`src/rtl/async_sram_1kx4.sv`:
```
module async_sram_1kx4 #(
  parameter int ADDR_W   = 10,
  parameter int DATA_W   = 4,
  parameter int ACC_CYC  = 4,
  parameter int HOLD_CYC = 1,
  parameter int REC_CYC  = 3
) (
  input  logic              clk,
  input  logic              rst_n,
  input  logic [ADDR_W-1:0] addr,
  input  logic [DATA_W-1:0] d,
  input  logic              cs_n,
  input  logic              we_n,
  output logic [DATA_W-1:0] q,
  output logic              q_valid
);
  localparam int DEPTH = 1 << ADDR_W;
  localparam int MAXD  = (ACC_CYC > REC_CYC) ? ACC_CYC : REC_CYC;
  localparam int CNT_W = $clog2(MAXD + 1);
  localparam logic [CNT_W-1:0] ACC_C  = CNT_W'(ACC_CYC);
  localparam logic [CNT_W-1:0] REC_C  = CNT_W'(REC_CYC);
  localparam logic [CNT_W-1:0] HOLD_C = CNT_W'(HOLD_CYC);
  localparam logic HOLD_ON = (HOLD_CYC > 0);

  logic [DATA_W-1:0] mem [DEPTH];
  logic              we_prev, rd_prev, hold_ok;
  logic [ADDR_W-1:0] addr_prev;
  logic [CNT_W-1:0]  cnt, target;

  wire rd     = !cs_n && we_n;
  wire commit = rd && !we_prev;
  wire start  = rd && (!rd_prev || addr != addr_prev);

  always_ff @(posedge clk)
    if (commit) mem[addr] <= d;

  always_ff @(posedge clk or negedge rst_n) begin
    if (!rst_n) begin
      we_prev   <= 1'b1;
      rd_prev   <= 1'b0;
      addr_prev <= '0;
      hold_ok   <= 1'b0;
      cnt       <= '0;
      target    <= '0;
      q         <= '0;
      q_valid   <= 1'b0;
    end else begin
      we_prev   <= we_n;
      rd_prev   <= rd;
      addr_prev <= addr;
      if (!rd) begin
        cnt     <= '0;
        q       <= '0;
        q_valid <= 1'b0;
      end else if (start) begin
        cnt     <= CNT_W'(1);
        target  <= commit ? REC_C : ACC_C;
        hold_ok <= rd_prev && HOLD_ON;
        if (!(rd_prev && HOLD_ON)) begin
          q       <= '0;
          q_valid <= 1'b0;
        end
      end else if (cnt >= target) begin
        q       <= mem[addr];
        q_valid <= 1'b1;
      end else begin
        cnt <= cnt + CNT_W'(1);
        if (!(hold_ok && cnt < HOLD_C)) begin
          q       <= '0;
          q_valid <= 1'b0;
        end
      end
    end
  end
endmodule

```
`config.mk`:
```
export PLATFORM = sky130hd
export DESIGN_NAME = async_sram_1kx4
export DESIGN_NICKNAME = d
export VERILOG_FILES = /design/src/rtl/async_sram_1kx4.sv
export SDC_FILE = /design/constraint.sdc
export NUM_CORES = 2
export LEC_CHECK = 0
export BUFFER_PORTS_ARGS = -buffer_cell sky130_fd_sc_hd__buf_2
export CORE_ASPECT_RATIO = 1.2
export CORE_MARGIN = 2
export CORE_UTILIZATION = 50
export DETAILED_ROUTE_END_ITERATION = 12
export PLACE_DENSITY_LB_ADDON = 0.12
export SYNTH_ARGS = -nofsm -noshare
export SYNTH_HDL_FRONTEND = slang
export SYNTH_SLANG_ARGS = --single-unit
```
`constraint.sdc`:
```
create_clock -name clk -period 3.1 [get_ports clk]
set_input_delay 0.155 -clock clk [delete_from_list [all_inputs] [get_ports clk]]
set_output_delay 0.155 -clock clk [all_outputs]
set_load 0.01 [all_outputs]
```
Yosys cells after proc, flatten, opt, wreduce, memory -nomap -nowiden
Memories as Yosys holds them, arrays and structs flattened.
Cells that the tools add are included.

word-level totals
  logic and storage cells = 42
  output and inout bits = 5
  flip-flop bits (word level) = 24
  bits of input ports = 18
  RAM bits = 4,096
  memories kept = 1

cells by class
  mux-type cells = 16
  eq/ne operators = 4
  reduce and logical (&&, ||, !) cells = 10
  add/subtract/negate cells = 1
  magnitude comparators = 2

memory list
  memory  words  bits a word  read ports  clocked after Yosys merged registers in  wr ports  RTL line  source
  mem     1,024  4            1           0                                        1         25        logic [DATA_W-1:0] mem [DEPTH];

operators with widths
  operator                                                                      number
  4-bit two-way mux                                                             5
  3-bit two-way mux                                                             4
  10-bit != test                                                                1
  1-bit two-way mux                                                             7
  3-bit != test, second input constant                                          2
  1-bit logical AND                                                             4
  4-bit != test, second input constant                                          1
  2-bit AND reduction                                                           2
  3-bit by 1-bit adder with 3-bit output, second input constant                 1
  3-bit greater-or-equal comparator                                             1
  1-bit logical NOT                                                             3
  3-bit by 1-bit less-than comparator with 1-bit output, second input constant  1
  1-bit logical OR                                                              1

Logic depth before layout (Yosys ltp)
  depth after elaboration = 6
  mapped depth = 15
  gate-level depth less buffers = 11

Worst setup path before layout
Ideal clock, no wire load.

  kind = input to register
  from = input addr[0]
  to = memory mem[444][0], enable pin
  setup time = 0.329 ns
  slack = 0.361 ns
  data arrival time = 2.410 ns
  required time = 2.771 ns
  path buffers = 8
  stages on the path = 11
  cell sequence = buf_6 > buf_4 > buf_4 > buf_2 > buf_4 > buf_4 > nor3_1 > nand2_1 > buf_2 > buf_2 > nor2_1

RTL lines
  element      RTL line  source
  from (decl)  10        input logic [ADDR_W-1:0] addr,
  to (decl)    25

No word-level cell before the write port.

Final worst setup path
  from = input addr[6]
  to = register q[3]

between the ends
  cells in the longest elaborated chain, start to end = 5
  elaborated cells between the ends (all ways) = 10
  those cells by class = eq/ne: 3; mux: 3; reduce/logical: 3; memory: 1

RTL lines
  element                                                      RTL line  source
  branches (longest 5 deep; another with memory 1024 x 4 bit)  --
  to (signal assigned)                                         64        q <= mem[addr];
  to (decl)                                                    14        output logic [DATA_W-1:0] q,

Parallel ways; which one is timed is not known.
A chain may end at the register's enable or synchronous reset.

==> impl_metrics.csv <==
group,metric,value,unit
clocking,clock_path_buffers,4,
synth,ys_seq_elements,4119,
worst_setup_path,cpMostUsedCell,"nor3_1",
die,dieWidth,523,um
worst_setup_path,crit_path_end_kind,"register",
die,die-area,328000,um2
power,max-vdd-ir-drop,0.514,mV
die,row_count,228,
detailed_routing,post_drt_wl_per_cell,33.1,um
detailed_routing,routed-via-count,93700,
synth,syn_nets,9608,
die,die_height,627,um
timing,relSlewSlack,32.8,%
placed_design,dp_hpwl,331,mm
worst_setup_path,path_max_fanout,7,
power,power_frac_clock,41.8,%
synth,ys_top_cells_by_area,"edfxtp_1 (76%), mux2i_1 (13%), o22ai_1 (3.8%), nor2_1 (2.5%), nor4_1 (0.78%)",
detailed_routing,routed_via_density,6.18,
global_routing,antenna_found_initial,30,
clocking,htreeDepth,5,
worst_setup_path,cp_slowest_cell,"dlygate4sd3_1",
clocking,cts_tree,"done",
clocking,clkTransAtPathRegs,0.06,ns
timing,hold_slack,0.143,ns
worst_setup_path,cpPeakStageDelay,0.59,ns
worst_setup_path,path_class,"input port to register",
die,num_io_pins,23,
final_layout,layout-drive-gt1-share,17.2,%
power,totalPowerFinal,116,mW
synth,yosysTopAreaCell,"edfxtp_1",
detailed_routing,drt_wl_total,502,mm
clocking,cts_setup_buffers,0,
global_routing,grt_max_degree,125,
synth,yosysWarnings,0,
timing,max_freq,0.323,GHz
die,coreArea,322000,um2
worst_setup_path,path_cells,"dlygate4sd3_1 -> buf_2 -> inv_1 -> nor2_4 -> o21ai_0 -> buf_4 -> nor3_1 -> o2111ai_1 -> nand3_1 -> nor3_1 -> buf_4 -> nor3_1 -> a22oi_1",
clocking,cts_sinks,4119,
synth,ys_types,52,
synth,synth.avg_cell_area,16.9,um2
detailed_routing,ant_nets,0,
timing,fin_crit,3.09,ns
timing,hold_viol,0,
timing,tightest_slew,1.00,ns
run,drv_cap,0,
power,p_sw,24.8,mW
worst_hold_path,holdCritPathClass,"input port to register",
die,start_util,50.3,%
synth,synth-edff-count,4096,
global_routing,grt_pass1_vias,93600,
clocking,clk-insertion-delay-late,0.97,ns
power,combPwrFrac,5.3,%
power,swShare,21.4,%
synth,synth_flop_cell,"edfxtp_1",
synth,synth_area,162000,um2
synth,yosysSeqAreaShare,76.4,%
detailed_routing,drtIter0Drc,10800,
power,power.density,609,nW/um2
worst_setup_path,worstSetupStartpointType,"input port",
power,p_int,90.8,mW
global_routing,grt_overflow_total,0,
clocking,cts_buffers,400,
run_status,outcome,"complete, no violations",
detailed_routing,drtPass1Iterations,6,
synth,synth_top_cell_area_share,76.0,%
placed_design,io_buffers,22,
timing,skew,0.0483,ns
final_layout,area_growth,17.4,%
timing,slew_violations,0,
final_layout,layout.nets,10600,
power,p_leak,66.4,nW
global_routing,grt_use_total,30.3,%
detailed_routing,drc_errors,0,
timing,period_share,99.8,%
timing,finalSetupViolations,0,
synth,netlist_instances,9586,
clocking,cts_root_buf,"clkbuf_16",
synth,async_flop_share,0.558,%
worst_setup_path,cp.arrival,3.90,ns
power,pwr-share-seq,53.0,%
global_routing,grt_pass1_wl,703,mm
worst_setup_path,crit_required,3.91,ns
placed_design,place_congestion,0.918,
kinds of logic (layout without fill, tap and decap cells):
group	after synthesis	count (layout)	share of synthesized area (%)
AOI/OAI and AO/OA	1118	1118	4.40
xor gates and xnor gates	12	12	0.0650
adders and majority gates	4	4	0.0309
buffers and inverters	674	1989	2.09
DFF	4119	4119	76.4
muxes	2051	2051	12.7
other	0	12	0
and+or+nand+nor	1608	1608	4.32
per-stage QoR:
stage / util [%] / std cells / cell area (um2) / setup TNS (ns) / worst slack, ns
5_1_grt: 59.0 / 15200 / 190000 / -0.00405 / -0.00405
6_report: 59.0 / 15200 / 190000 / 0 / 0.00533
3_5_place_dp: 54.9 / 14400 / 177000 / -4.66 / -0.879
4_1_cts: 59.0 / 15200 / 190000 / -0.0375 / -0.0375
2_1_floorplan: - / 9586 / 162000 / 0 / 0.361
3_3_place_gp: 54.9 / 14400 / 177000 / -4.49 / -0.899
routing by layer:
layer	GRT usage [%]	vias up	part of all wire (%)
met1	40.1	48400	39
met4	12.4	10	4.7
met3	5.06	870	8.3
met5	0	-	0.012
met2	49.9	4479	48
li1	-	39900	-
critical path, delay by kind of cell:
kind | cells | cell delay, ns
AND/OR/NAND/NOR | 5 | 1.43
buffers and inverters | 5 | 1.52
AO/OA/AOI/OAI | 3 | 0.75
worst paths after layout:
check                       startpoint     endpoint  slack [ns]  cells past startpoint
setup / recovery               addr[6]         q[3]       0.005                     13
hold / removal                 addr[1]  mem[800][1]        0.14                      4
setup reg to reg           mem[205][3]         q[3]        0.03                      8
hold reg to reg              target[2]    target[2]        0.52                      1
max in group asynchronous        rst_n         q[3]        2.59                      4
min in group asynchronous        rst_n      we_prev        0.30                      3
flip-flops by register name, summed over array words and instances, names as in the netlist:
register,count
addr_prev,10
cnt,3
q_valid,1
mem,4096
we_prev,1
q,4
rd_prev,1
hold_ok,1
target,2
synth_stat cells, types with 12 or more instances:
cell type	count
a21oi_1	12
a31oi_1	14
buf_1	30
buf_2	231
buf_4	127
clkbuf_1	269
dfrtp_1	22
edfxtp_1	4096
mux2i_1	2049
nand2_1	151
nand3_1	29
nor2_1	1085
nor3_1	44
nor4_1	202
o2111ai_1	22
o21ai_0	24
o22a_1	13
o22ai_1	995
or4_1	30
final cells by class:
| type | instances | area [um2] |
|---|---|---|
| antenna | 12 | 30.0 |
| clock buffer | 478 | 10600 |
| clock inverter | 260 | 2340 |
| fill | 24200 | 132000 |
| inverter | 6 | 22.5 |
| multi-input combinational | 4793 | 35200 |
| sequential | 4119 | 124000 |
| tap | 4255 | 5320 |
| timing repair buffer | 1245 | 12800 |
power groups by stage:
stage | Sequential [mW] | Clock, mW | Combinational (mW)
final | 61.2 | 48.3 | 6.07
after global routing | 61.2 | 50.8 | 6.27
after CTS | 61.2 | 48.7 | 6.02
after detailed placement | 62.4 | 0 | 5.98
after global placement | 62.4 | 0 | 5.92
after floorplan | 62.4 | 0 | 2.45
cells in the final DEF, fill, tap and decap left out, types with 22 or more instances in the layout:
master / n
nor2_1: 1083
nand2_1: 117
or4_1: 29
clkbuf_1: 65
nand2_4: 31
nand3_1: 29
clkinv_1: 97
clkbuf_16: 411
buf_4: 935
dfrtp_1: 22
nor3_1: 42
o2111ai_1: 22
bufinv_16: 37
edfxtp_1: 4096
o21ai_0: 23
o22ai_1: 995
nor4_1: 196
mux2i_1: 2048
clkinv_2: 84
buf_12: 272
repair_timing:
action | 4_1_cts | 5_1_grt
hold endpoints to repair | 1136 | 0
pin swaps | 1 | 3
resized for setup | 2 | 11
hold buffers | 19 | 0
endpoints found under the setup margin | 2 | 1
gates cloned | 0 | 0
Power figures use the tool's default switching activity.
